==> config.mk <==
export PLATFORM = sky130hd
export DESIGN_NAME = wbuf_top
export DESIGN_NICKNAME = d
export VERILOG_FILES = /design/src/rtl/wbuf_pkg.sv /design/src/rtl/wbuf_match.sv /design/src/rtl/wbuf_store.sv /design/src/rtl/wbuf_drain.sv /design/src/rtl/wbuf_top.sv
export SDC_FILE = /design/constraint.sdc
export NUM_CORES = 1
export LEC_CHECK = 0
export BUFFER_PORTS_ARGS = -buffer_cell sky130_fd_sc_hd__buf_2
export CORE_MARGIN = 2
export CORE_UTILIZATION = 58
export DETAILED_ROUTE_END_ITERATION = 10
export PLACE_DENSITY = 0.79
export SLEW_MARGIN = 15
export SYNTH_ARGS = -nofsm -noshare
export SYNTH_HDL_FRONTEND = slang
export SYNTH_SLANG_ARGS = --single-unit
==> constraint.sdc <==
create_clock -name clk -period 3.4 [get_ports clk]
set_input_delay 0.17 -clock clk [delete_from_list [all_inputs] [get_ports clk]]
set_output_delay 0.17 -clock clk [all_outputs]
set_load 0.01 [all_outputs]
==> src/rtl/wbuf_pkg.sv <==
package wbuf_pkg;
    localparam int WB_ADDR_W = 32;
    localparam int WB_DATA_W = 32;

    typedef struct packed {
        logic                 vld;
        logic [WB_ADDR_W-1:0] addr;
        logic [WB_DATA_W-1:0] data;
    } wb_entry_t;

    typedef enum logic [0:0] {
        DR_IDLE  = 1'b0,
        DR_WRITE = 1'b1
    } drain_state_e;
endpackage

==> src/rtl/wbuf_match.sv <==
module wbuf_match
    import wbuf_pkg::*;
#(
    parameter int DEPTH = 4
) (
    input  wb_entry_t [DEPTH-1:0]     ents,
    input  logic [WB_ADDR_W-1:0]      key,
    output logic [DEPTH-1:0]          hit_vec,
    output logic                      hit,
    output logic [WB_DATA_W-1:0]      hit_data
);
    // parallel compare of the key against every valid entry
    for (genvar g = 0; g < DEPTH; g++) begin : g_cmp
        assign hit_vec[g] = ents[g].vld && (ents[g].addr == key);
    end

    assign hit = |hit_vec;

    // and-or select; at most one entry can match
    always_comb begin
        hit_data = '0;
        for (int i = 0; i < DEPTH; i++) begin
            hit_data = hit_data | (hit_vec[i] ? ents[i].data : '0);
        end
    end
endmodule

==> src/rtl/wbuf_store.sv <==
module wbuf_store
    import wbuf_pkg::*;
#(
    parameter int DEPTH = 4,
    localparam int IDX_W = (DEPTH > 1) ? $clog2(DEPTH) : 1,
    localparam int CNT_W = $clog2(DEPTH + 1)
) (
    input  logic                      clk,
    input  logic                      rst_n,
    input  logic                      alloc,
    input  logic [WB_ADDR_W-1:0]      alloc_addr,
    input  logic [WB_DATA_W-1:0]      alloc_data,
    input  logic                      merge,
    input  logic [DEPTH-1:0]          merge_vec,
    input  logic [WB_DATA_W-1:0]      merge_data,
    input  logic                      retire,
    output wb_entry_t [DEPTH-1:0]     ents,
    output logic [IDX_W-1:0]          head_idx,
    output logic [CNT_W-1:0]          count
);
    wb_entry_t [DEPTH-1:0] ents_q;
    logic [IDX_W-1:0]      head_q;
    logic [IDX_W-1:0]      tail_q;
    logic [CNT_W-1:0]      count_q;
    logic [DEPTH-1:0]      vld_vec;

    function automatic logic [IDX_W-1:0] bump(input logic [IDX_W-1:0] p);
        return (p == IDX_W'(DEPTH - 1)) ? '0 : p + IDX_W'(1);
    endfunction

    always_ff @(posedge clk or negedge rst_n) begin
        if (!rst_n) begin
            ents_q  <= '0;
            head_q  <= '0;
            tail_q  <= '0;
            count_q <= '0;
        end else begin
            if (alloc) begin
                ents_q[tail_q].vld  <= 1'b1;
                ents_q[tail_q].addr <= alloc_addr;
                ents_q[tail_q].data <= alloc_data;
                tail_q              <= bump(tail_q);
            end
            for (int i = 0; i < DEPTH; i++) begin
                if (merge && merge_vec[i]) begin
                    ents_q[i].data <= merge_data;
                end
            end
            if (retire) begin
                ents_q[head_q].vld <= 1'b0;
                head_q             <= bump(head_q);
            end
            count_q <= count_q + CNT_W'(alloc) - CNT_W'(retire);
        end
    end

    always_comb begin
        for (int i = 0; i < DEPTH; i++) begin
            vld_vec[i] = ents_q[i].vld;
        end
    end

    assign ents     = ents_q;
    assign head_idx = head_q;
    assign count    = count_q;

    // occupancy never exceeds the number of slots
    a_r5_no_overflow: assert property (@(posedge clk) disable iff (!rst_n)
        count_q <= CNT_W'(DEPTH));

    // valid bits and the queue occupancy agree (merges take no slot)
    a_r4_slots_agree: assert property (@(posedge clk) disable iff (!rst_n)
        $countones(vld_vec) == int'(count_q));

    // the head entry is valid whenever the queue is non-empty
    a_r7_head_valid: assert property (@(posedge clk) disable iff (!rst_n)
        (count_q != '0) |-> ents_q[head_q].vld);
endmodule

==> src/rtl/wbuf_drain.sv <==
module wbuf_drain
    import wbuf_pkg::*;
(
    input  logic clk,
    input  logic rst_n,
    input  logic pending,
    input  logic more,
    input  logic mem_ready,
    output logic mem_wr,
    output logic retire
);
    drain_state_e state_q;
    drain_state_e state_d;

    // state register
    always_ff @(posedge clk or negedge rst_n) begin
        if (!rst_n) begin
            state_q <= DR_IDLE;
        end else begin
            state_q <= state_d;
        end
    end

    // next state: T_START, T_WAIT, T_CHAIN, T_DONE
    always_comb begin
        state_d = state_q;
        unique case (state_q)
            DR_IDLE: begin
                if (pending) state_d = DR_WRITE;
            end
            DR_WRITE: begin
                if (mem_ready && !more) state_d = DR_IDLE;
            end
            default: state_d = DR_IDLE;
        endcase
    end

    // outputs
    always_comb begin
        mem_wr = 1'b0;
        retire = 1'b0;
        unique case (state_q)
            DR_IDLE: begin
                mem_wr = 1'b0;
            end
            DR_WRITE: begin
                mem_wr = 1'b1;
                retire = mem_ready;
            end
            default: begin
                mem_wr = 1'b0;
            end
        endcase
    end

    // a write without completion stays in progress on the next edge
    a_r8_hold_write: assert property (@(posedge clk) disable iff (!rst_n)
        (state_q == DR_WRITE && !mem_ready) |=> (state_q == DR_WRITE));

    // a write is only started when an entry is held
    a_r8_start_needs_entry: assert property (@(posedge clk) disable iff (!rst_n)
        (state_q == DR_IDLE && !pending) |=> (state_q == DR_IDLE));
endmodule

==> src/rtl/wbuf_top.sv <==
module wbuf_top
    import wbuf_pkg::*;
#(
    parameter int DEPTH = 4,
    localparam int IDX_W = (DEPTH > 1) ? $clog2(DEPTH) : 1,
    localparam int CNT_W = $clog2(DEPTH + 1)
) (
    input  logic                 clk,
    input  logic                 rst_n,
    input  logic                 st_req,
    input  logic [WB_ADDR_W-1:0] st_addr,
    input  logic [WB_DATA_W-1:0] st_data,
    output logic                 st_accept,
    output logic                 full,
    input  logic [WB_ADDR_W-1:0] ld_addr,
    output logic                 ld_hit,
    output logic [WB_DATA_W-1:0] ld_data,
    output logic                 mem_wr,
    output logic [WB_ADDR_W-1:0] mem_addr,
    output logic [WB_DATA_W-1:0] mem_data,
    input  logic                 mem_ready,
    output logic                 upd_valid,
    output logic [WB_ADDR_W-1:0] upd_addr,
    output logic [WB_DATA_W-1:0] upd_data
);
    wb_entry_t [DEPTH-1:0] ents;
    logic [IDX_W-1:0]      head_idx;
    logic [CNT_W-1:0]      count;
    logic [DEPTH-1:0]      st_hit_vec;
    logic                  st_hit;
    logic [WB_DATA_W-1:0]  st_hit_data;
    logic [DEPTH-1:0]      ld_hit_vec;
    logic                  head_busy;
    logic                  alloc;
    logic                  merge;
    logic                  retire;
    logic                  pending;
    logic                  more;

    wbuf_match #(.DEPTH(DEPTH)) u_st_match (
        .ents     (ents),
        .key      (st_addr),
        .hit_vec  (st_hit_vec),
        .hit      (st_hit),
        .hit_data (st_hit_data)
    );

    wbuf_match #(.DEPTH(DEPTH)) u_ld_match (
        .ents     (ents),
        .key      (ld_addr),
        .hit_vec  (ld_hit_vec),
        .hit      (ld_hit),
        .hit_data (ld_data)
    );

    assign full      = (count == CNT_W'(DEPTH));
    assign pending   = (count != '0);
    assign more      = (count > CNT_W'(1));
    assign head_busy = mem_wr && st_hit_vec[head_idx];
    assign st_accept = st_req && (st_hit ? !head_busy : !full);
    assign merge     = st_accept && st_hit;
    assign alloc     = st_accept && !st_hit;

    wbuf_store #(.DEPTH(DEPTH)) u_store (
        .clk        (clk),
        .rst_n      (rst_n),
        .alloc      (alloc),
        .alloc_addr (st_addr),
        .alloc_data (st_data),
        .merge      (merge),
        .merge_vec  (st_hit_vec),
        .merge_data (st_data),
        .retire     (retire),
        .ents       (ents),
        .head_idx   (head_idx),
        .count      (count)
    );

    wbuf_drain u_drain (
        .clk       (clk),
        .rst_n     (rst_n),
        .pending   (pending),
        .more      (more),
        .mem_ready (mem_ready),
        .mem_wr    (mem_wr),
        .retire    (retire)
    );

    assign mem_addr = ents[head_idx].addr;
    assign mem_data = ents[head_idx].data;

    // one-cycle update for the cache, registered off the completion edge
    always_ff @(posedge clk or negedge rst_n) begin
        if (!rst_n) begin
            upd_valid <= 1'b0;
            upd_addr  <= '0;
            upd_data  <= '0;
        end else begin
            upd_valid <= retire;
            if (retire) begin
                upd_addr <= mem_addr;
                upd_data <= mem_data;
            end
        end
    end

    // address and data are frozen while a write waits for completion
    a_r8_stable_write: assert property (@(posedge clk) disable iff (!rst_n)
        (mem_wr && !mem_ready) |=> (mem_wr && $stable(mem_addr) && $stable(mem_data)));

    // update pulse only follows a completed write
    a_r10_update_follows: assert property (@(posedge clk) disable iff (!rst_n)
        upd_valid |-> $past(mem_wr && mem_ready));

    // no two valid entries share an address
    a_r4_unique_store_hit: assert property (@(posedge clk) disable iff (!rst_n)
        $onehot0(st_hit_vec));

    // a load probe matches at most one entry
    a_r2_unique_load_hit: assert property (@(posedge clk) disable iff (!rst_n)
        $onehot0(ld_hit_vec));

    // the entry being written never changes data during the handshake
    a_r9_head_untouched: assert property (@(posedge clk) disable iff (!rst_n)
        (mem_wr && !mem_ready && st_req && (st_addr == mem_addr)) |-> !st_accept);
endmodule

Word-level counts from Yosys, hierarchy flattened
Index checks and enable logic that the tools add are counted.
{ "op_classes": {"add_sub_neg": 4, "multipliers": 0, "n_div": 0, "n_lt_le_gt_ge": 5, "eq_ne": 11, "shifts": 0, "muxes": 34, "bitwise": 4, "n_reduce_logical": 26} }
{ "ops": {"columns": ["operator", "n"], "rows": [
  ["bitwise mux 260 bit", 4],
  ["demux 65 bit (select 2 bit)", 4],
  ["2-to-1 mux 260 bit", 2],
  ["2-to-1 mux 32 bit", 9],
  ["equality test 32 bit", 8],
  ["binary-select mux 65 bit (select 2 bit)", 1],
  ["2-to-1 mux 65 bit", 2],
  ["2-to-1 mux 64 bit", 2],
  ["bitwise OR 32 bit", 3],
  ["logical AND 1 bit", 19],
  ["OR reduction 4 bit", 2],
  ["less-than comparator 2 x 3 -> 1 bit (second input constant)", 2],
  ["2-to-1 mux 1 bit", 5],
  ["adder 2 x 1 -> 2 bit (second input constant)", 2],
  ["equality test 2 bit (second input constant)", 2],
  ["greater-or-equal comparator 2 x 1 -> 1 bit (second input constant)", 2],
  ["zero test 1 bit", 4],
  ["2-to-1 mux 2 bit", 2],
  ["one-hot mux 1 bit (2 select lines)", 2],
  ["adder 3 x 1 -> 3 bit", 1],
  ["equality test 3 bit (second input constant)", 1],
  ["> comparator 3 x 1 -> 1 bit (second input constant)", 1],
  ["nonzero test 3 bit", 1],
  ["subtractor 3 x 1 -> 3 bit", 1],
  ["other kinds (2)", 2]
]} }
{ "totals": {"register_bits": 333, "latch_bits": 0, "mem_bits_rw": 0, "romBits": 0, "in_bits": 100, "out_inout_bits": 165, "wordCells": 103, "mem_count": 0} }

Logic depth before layout (Yosys ltp)
{ "depth": {"depth_word": 13, "mapped_depth": 10, "mapped_depth_nobuf": 9} }

Hierarchy
From an unflattened synthesis, not the netlist that was laid out.
{ "hier_totals": {"hier_cells": 2733, "hier_area_um2": 25221.7} }
{ "modules_own_cells": {"columns": ["mod", "instances", "cells_per_inst", "area_each_um2", "seq_area_each_um2"], "rows": [
  ["wbuf_store", 1, 1078, 12887.4, 6681.4],
  ["wbuf_match", 2, 536, 3489.6, 0.0],
  ["wbuf_top", 1, 578, 5305.1, 1626.6],
  ["wbuf_drain", 1, 5, 50.0, 25.0]
]} }

Worst setup path after synthesis
Ideal clock, no wire load.
{ "synth_path": {"kind": "register to register", "startpoint": "register with a tool-made name", "endpoint": "register with a tool-made name", "setup_ps": 125, "arrival_time_ps": 2748, "required_ps": 3275, "setup_slack_ps": 528, "path_stages_with_launch": 10, "path_buffers": 1, "period_less_slack_ps": 2872, "cell_sequence": "dfrtp_1 -> xor2_1 -> or4_1 -> nor4_1 -> nand4_1 -> o2111ai_4 -> nand4_4 -> a31oi_4 -> buf_6 -> mux2_2"} }

==> flow_summary.yaml <==
cells_and_area:
  fillCellCount: 2123
  final_layout_size_suffix_gt1_share_pct: 40.08
  multi_input_area_sq_um: 9415
  utilization_pct: 70.59
  final-seq-area_sq_um: 8338
  area_delta_synth_final_pct: 19.45
  fin_nets: 1869
pwr:
  leakagePower_nw: 9.608
  power_density_nw_per_um2: 1049
  ir_drop_uv: 796.4
critical_path:
  crit_arrival_ns: 3.26
  slowest_delay_ns: 0.44
  required_ns: 3.23
  critPathLaunchType: "flip-flop"
  path_cells: "xnor2_2 -> nand4_1 -> nor4_1 -> buf_4 -> nand4_1 -> nor4_2 -> buf_12 -> a22o_1 -> a221o_1 -> buf_2"
  worst-path-max-fanout: 33
  cp_top_family: "simple AND/OR/NAND/NOR gates"
  path_class: "reg -> out"
  cp_num_buf_inv: 3
  setup.worst_path.end_class: "primary output"
  crit_top_cell: "nand4_1"
  crit_slowest_cell: "dfrtp_1"
floorplan:
  fp.dieW_microns: 181
  start_util_pct: 59.09
  die_area_sq_um: 32760
  die_h_microns: 181
  core-area_sq_um: 30750
  pin_count: 265
  row_count: 64
synth:
  synth_edf_count: 0
  synth_cell_types: 48
  async_reset_ff_share_pct: 100.0
  syn_inst: 1495
  synth_top_flop_cell: "dfrtp_1"
  syn_nets: 1607
  seq_area_frac_synth_pct: 45.86
  syn_avg_cell_area_sq_um: 12.15
  yosys_warnings: 0
  synth_seq_cells: 333
  netlist_area_sq_um: 18170
routing:
  drt_first_iter_violations: 1430
  drtAntennaViolNets: 0
  wirelength_microns: 57530
  drc: 0
  viasPerCell: 6.351
  dr.pass1.iters: 5
  post_drt_wl_per_cell_microns: 26.37
  num_vias: 13860
sta:
  layout_worst_path_cycle_share_pct: 100.8
  finalSetupTns_ns: -0.03783
  hold_viol_final: 0
  max_slew_margin_pct: 38.31
  setup_slack_ns: -0.02847
  skew_ns: 0.02513
  period_needed_ns: 3.428
  setup_viol: 3
  worst_pin_slew_ns: 0.9254
  fmax_mhz: 291.7
  grt_setup_unrepaired: "no"
  maxSlewViolCount: 0
clock_network:
  clockRootBuffer: "clkbuf_16"
  cts_max_path_buffers: 3
  htree_levels: 2
  path_clk_slew_ns: 0.06
  cts_tree: "built"
  insertion_delay_ns: 0.54
  clkSinkCount: 333
  cts_made_buffers: 36
global_route:
  busiest_layer: "met2"
  grt_pass1_wl_microns: 88140
  grt_max_degree: 113
  grt_util_all_layers_pct: 35.54
  met2_usage_pct: 55.58
  use_met1_pct: 51.83
  overflow: 0
  first_global_vias: 14010
  antenna_found_initial: 4
  use_met3_pct: 6.128
placed_design:
  numPortBuffers: 264
  dp.final_hpwl_microns: 40500
  gp_congestion: 1.047
job:
  cap_violations: 0
run_status:
  outcome: "finished with violations"
  violations: "setup timing"
hold_path:
  min_path_type: "in -> reg"
==> where the power goes <==
| part | internal, mW | total (mW) | switching, mW |
|---|---|---|---|
| clock | 2.33 | 4.00 | 1.67 |
| combinational | 5.15 | 10.6 | 5.43 |
| sequential | 5.99 | 8.20 | 2.21 |
==> repair_timing <==
action	in CTS	in global routing
endpoints found under the hold margin	234	0
setup endpoints to repair	16	91
pin swaps	1	2
cloned	1	0
gates resized for setup	3	20
buffers inserted	2	0
hold buffers	33	0
==> cell usage after synthesis (6+ instances only) <==
| master | instances | area share, % |
|---|---|---|
| dfrtp_1 | 333 | 46 |
| ha_1 | 11 | 0.76 |
| a21oi_1 | 6 | 0.17 |
| mux2_1 | 7 | 0.43 |
| o21ai_0 | 6 | 0.17 |
| buf_1 | 11 | 0.23 |
| a221o_1 | 32 | 1.8 |
| mux2_2 | 247 | 15 |
| a22o_1 | 32 | 1.5 |
| clkbuf_1 | 80 | 1.7 |
| mux4_2 | 64 | 7.9 |
| inv_1 | 21 | 0.43 |
| xnor2_1 | 177 | 8.5 |
| nor4_1 | 35 | 1.2 |
| buf_6 | 13 | 0.81 |
| nand3_1 | 13 | 0.36 |
| nand2_1 | 206 | 4.3 |
| buf_2 | 7 | 0.19 |
| nor2_1 | 8 | 0.17 |
| nor3_1 | 7 | 0.19 |
| xor2_1 | 77 | 3.7 |
| nand4_1 | 58 | 2.0 |
==> cells in the final DEF, fill, tap and decap left out, types with 13 or more instances in the layout <==
cell type	Yosys	routed
nand2_1	206	205
a221o_1	32	32
xnor2_1	177	161
nor4_1	35	26
dlygate4sd3_1	0	33
a22o_1	32	32
mux4_2	64	64
inv_1	21	20
nand4_1	58	58
buf_2	7	263
buf_4	4	28
nand3_1	13	13
clkbuf_16	0	36
buf_12	0	14
mux2_2	247	247
xnor2_2	0	16
dfrtp_1	333	331
xor2_1	77	77
==> metal layers <==
metal  vias up  wire (microns)
li1       5873               -
met1      7161           24970
met2       709           26310
met3       114            4658
met4         0            1595
met5         -               0
==> stage by stage <==
stage | cells | hold slack, ns | setup WS (ns) | cell area, sq um | power, mW
final | 2182 | 0.01581 | -0.02847 | 21710 | 22.77
after global routing | 2181 | 0.04155 | 0.009914 | 21700 | 23.84
after CTS | 2180 | 0.01036 | 0.008203 | 21550 | 22.52
after detailed placement | 2079 | 0.2982 | 0.2331 | 19970 | 18.40
after global placement | 2079 | 0.2874 | 0.2454 | 19970 | 18.08
after floorplan | 1495 | -0.1256 | 0.5278 | 18170 | 14.36
==> worst paths after layout <==
path	from	end	slack, ns	cells after the start
min	st_addr[17]	flip-flop	0.02	2
min reg2reg	upd_addr[28]	upd_addr[28]	0.47	2
max	flip-flop	ld_data[14]	-0.03	10
min in group asynchronous	rst_n	upd_addr[30]	0.29	2
max reg2reg	flip-flop	flip-flop	0.20	10
max in group asynchronous	rst_n	asynchronous set/reset pin	2.07	3
==> cell type report <==
class / count / area share (%)
Antenna cell: 2 / 0.02306
Clock buffer: 49 / 4.652
Clock inverter: 16 / 0.8243
Inverter: 21 / 0.3632
Multi-Input combinational cell: 1025 / 43.38
Sequential cell: 333 / 38.41
Tap cell: 396 / 2.283
Timing Repair Buffer: 340 / 10.06
==> worst register-to-register path, cell delays in order, from the launching register on <==
cell and delay (ns):
dfrtp_1 0.43, xnor2_1 0.41, nand4_1 0.15, nor4_1 0.48, nand4_1 0.21, a31oi_1 0.22
buf_4 0.16, nand4_4 0.15, a31oi_4 0.31, buf_12 0.20, mux2_2 0.37
==> cells by family (layout without fill, tap and decap cells) <==
| family | Yosys count | after routing | share of synthesized area, % |
|---|---|---|---|
| xor gates and xnor gates | 254 | 254 | 12.24 |
| muxes | 319 | 319 | 23.73 |
| buffers and inverters | 137 | 426 | 3.553 |
| AOI/OAI and AO/OA | 90 | 90 | 4.517 |
| and+or+nand+nor | 350 | 350 | 9.234 |
| other | 0 | 2 | 0 |
| adders and majority gates | 12 | 12 | 0.8676 |
| DFF | 333 | 333 | 45.86 |
Power figures use the tool's default switching activity.
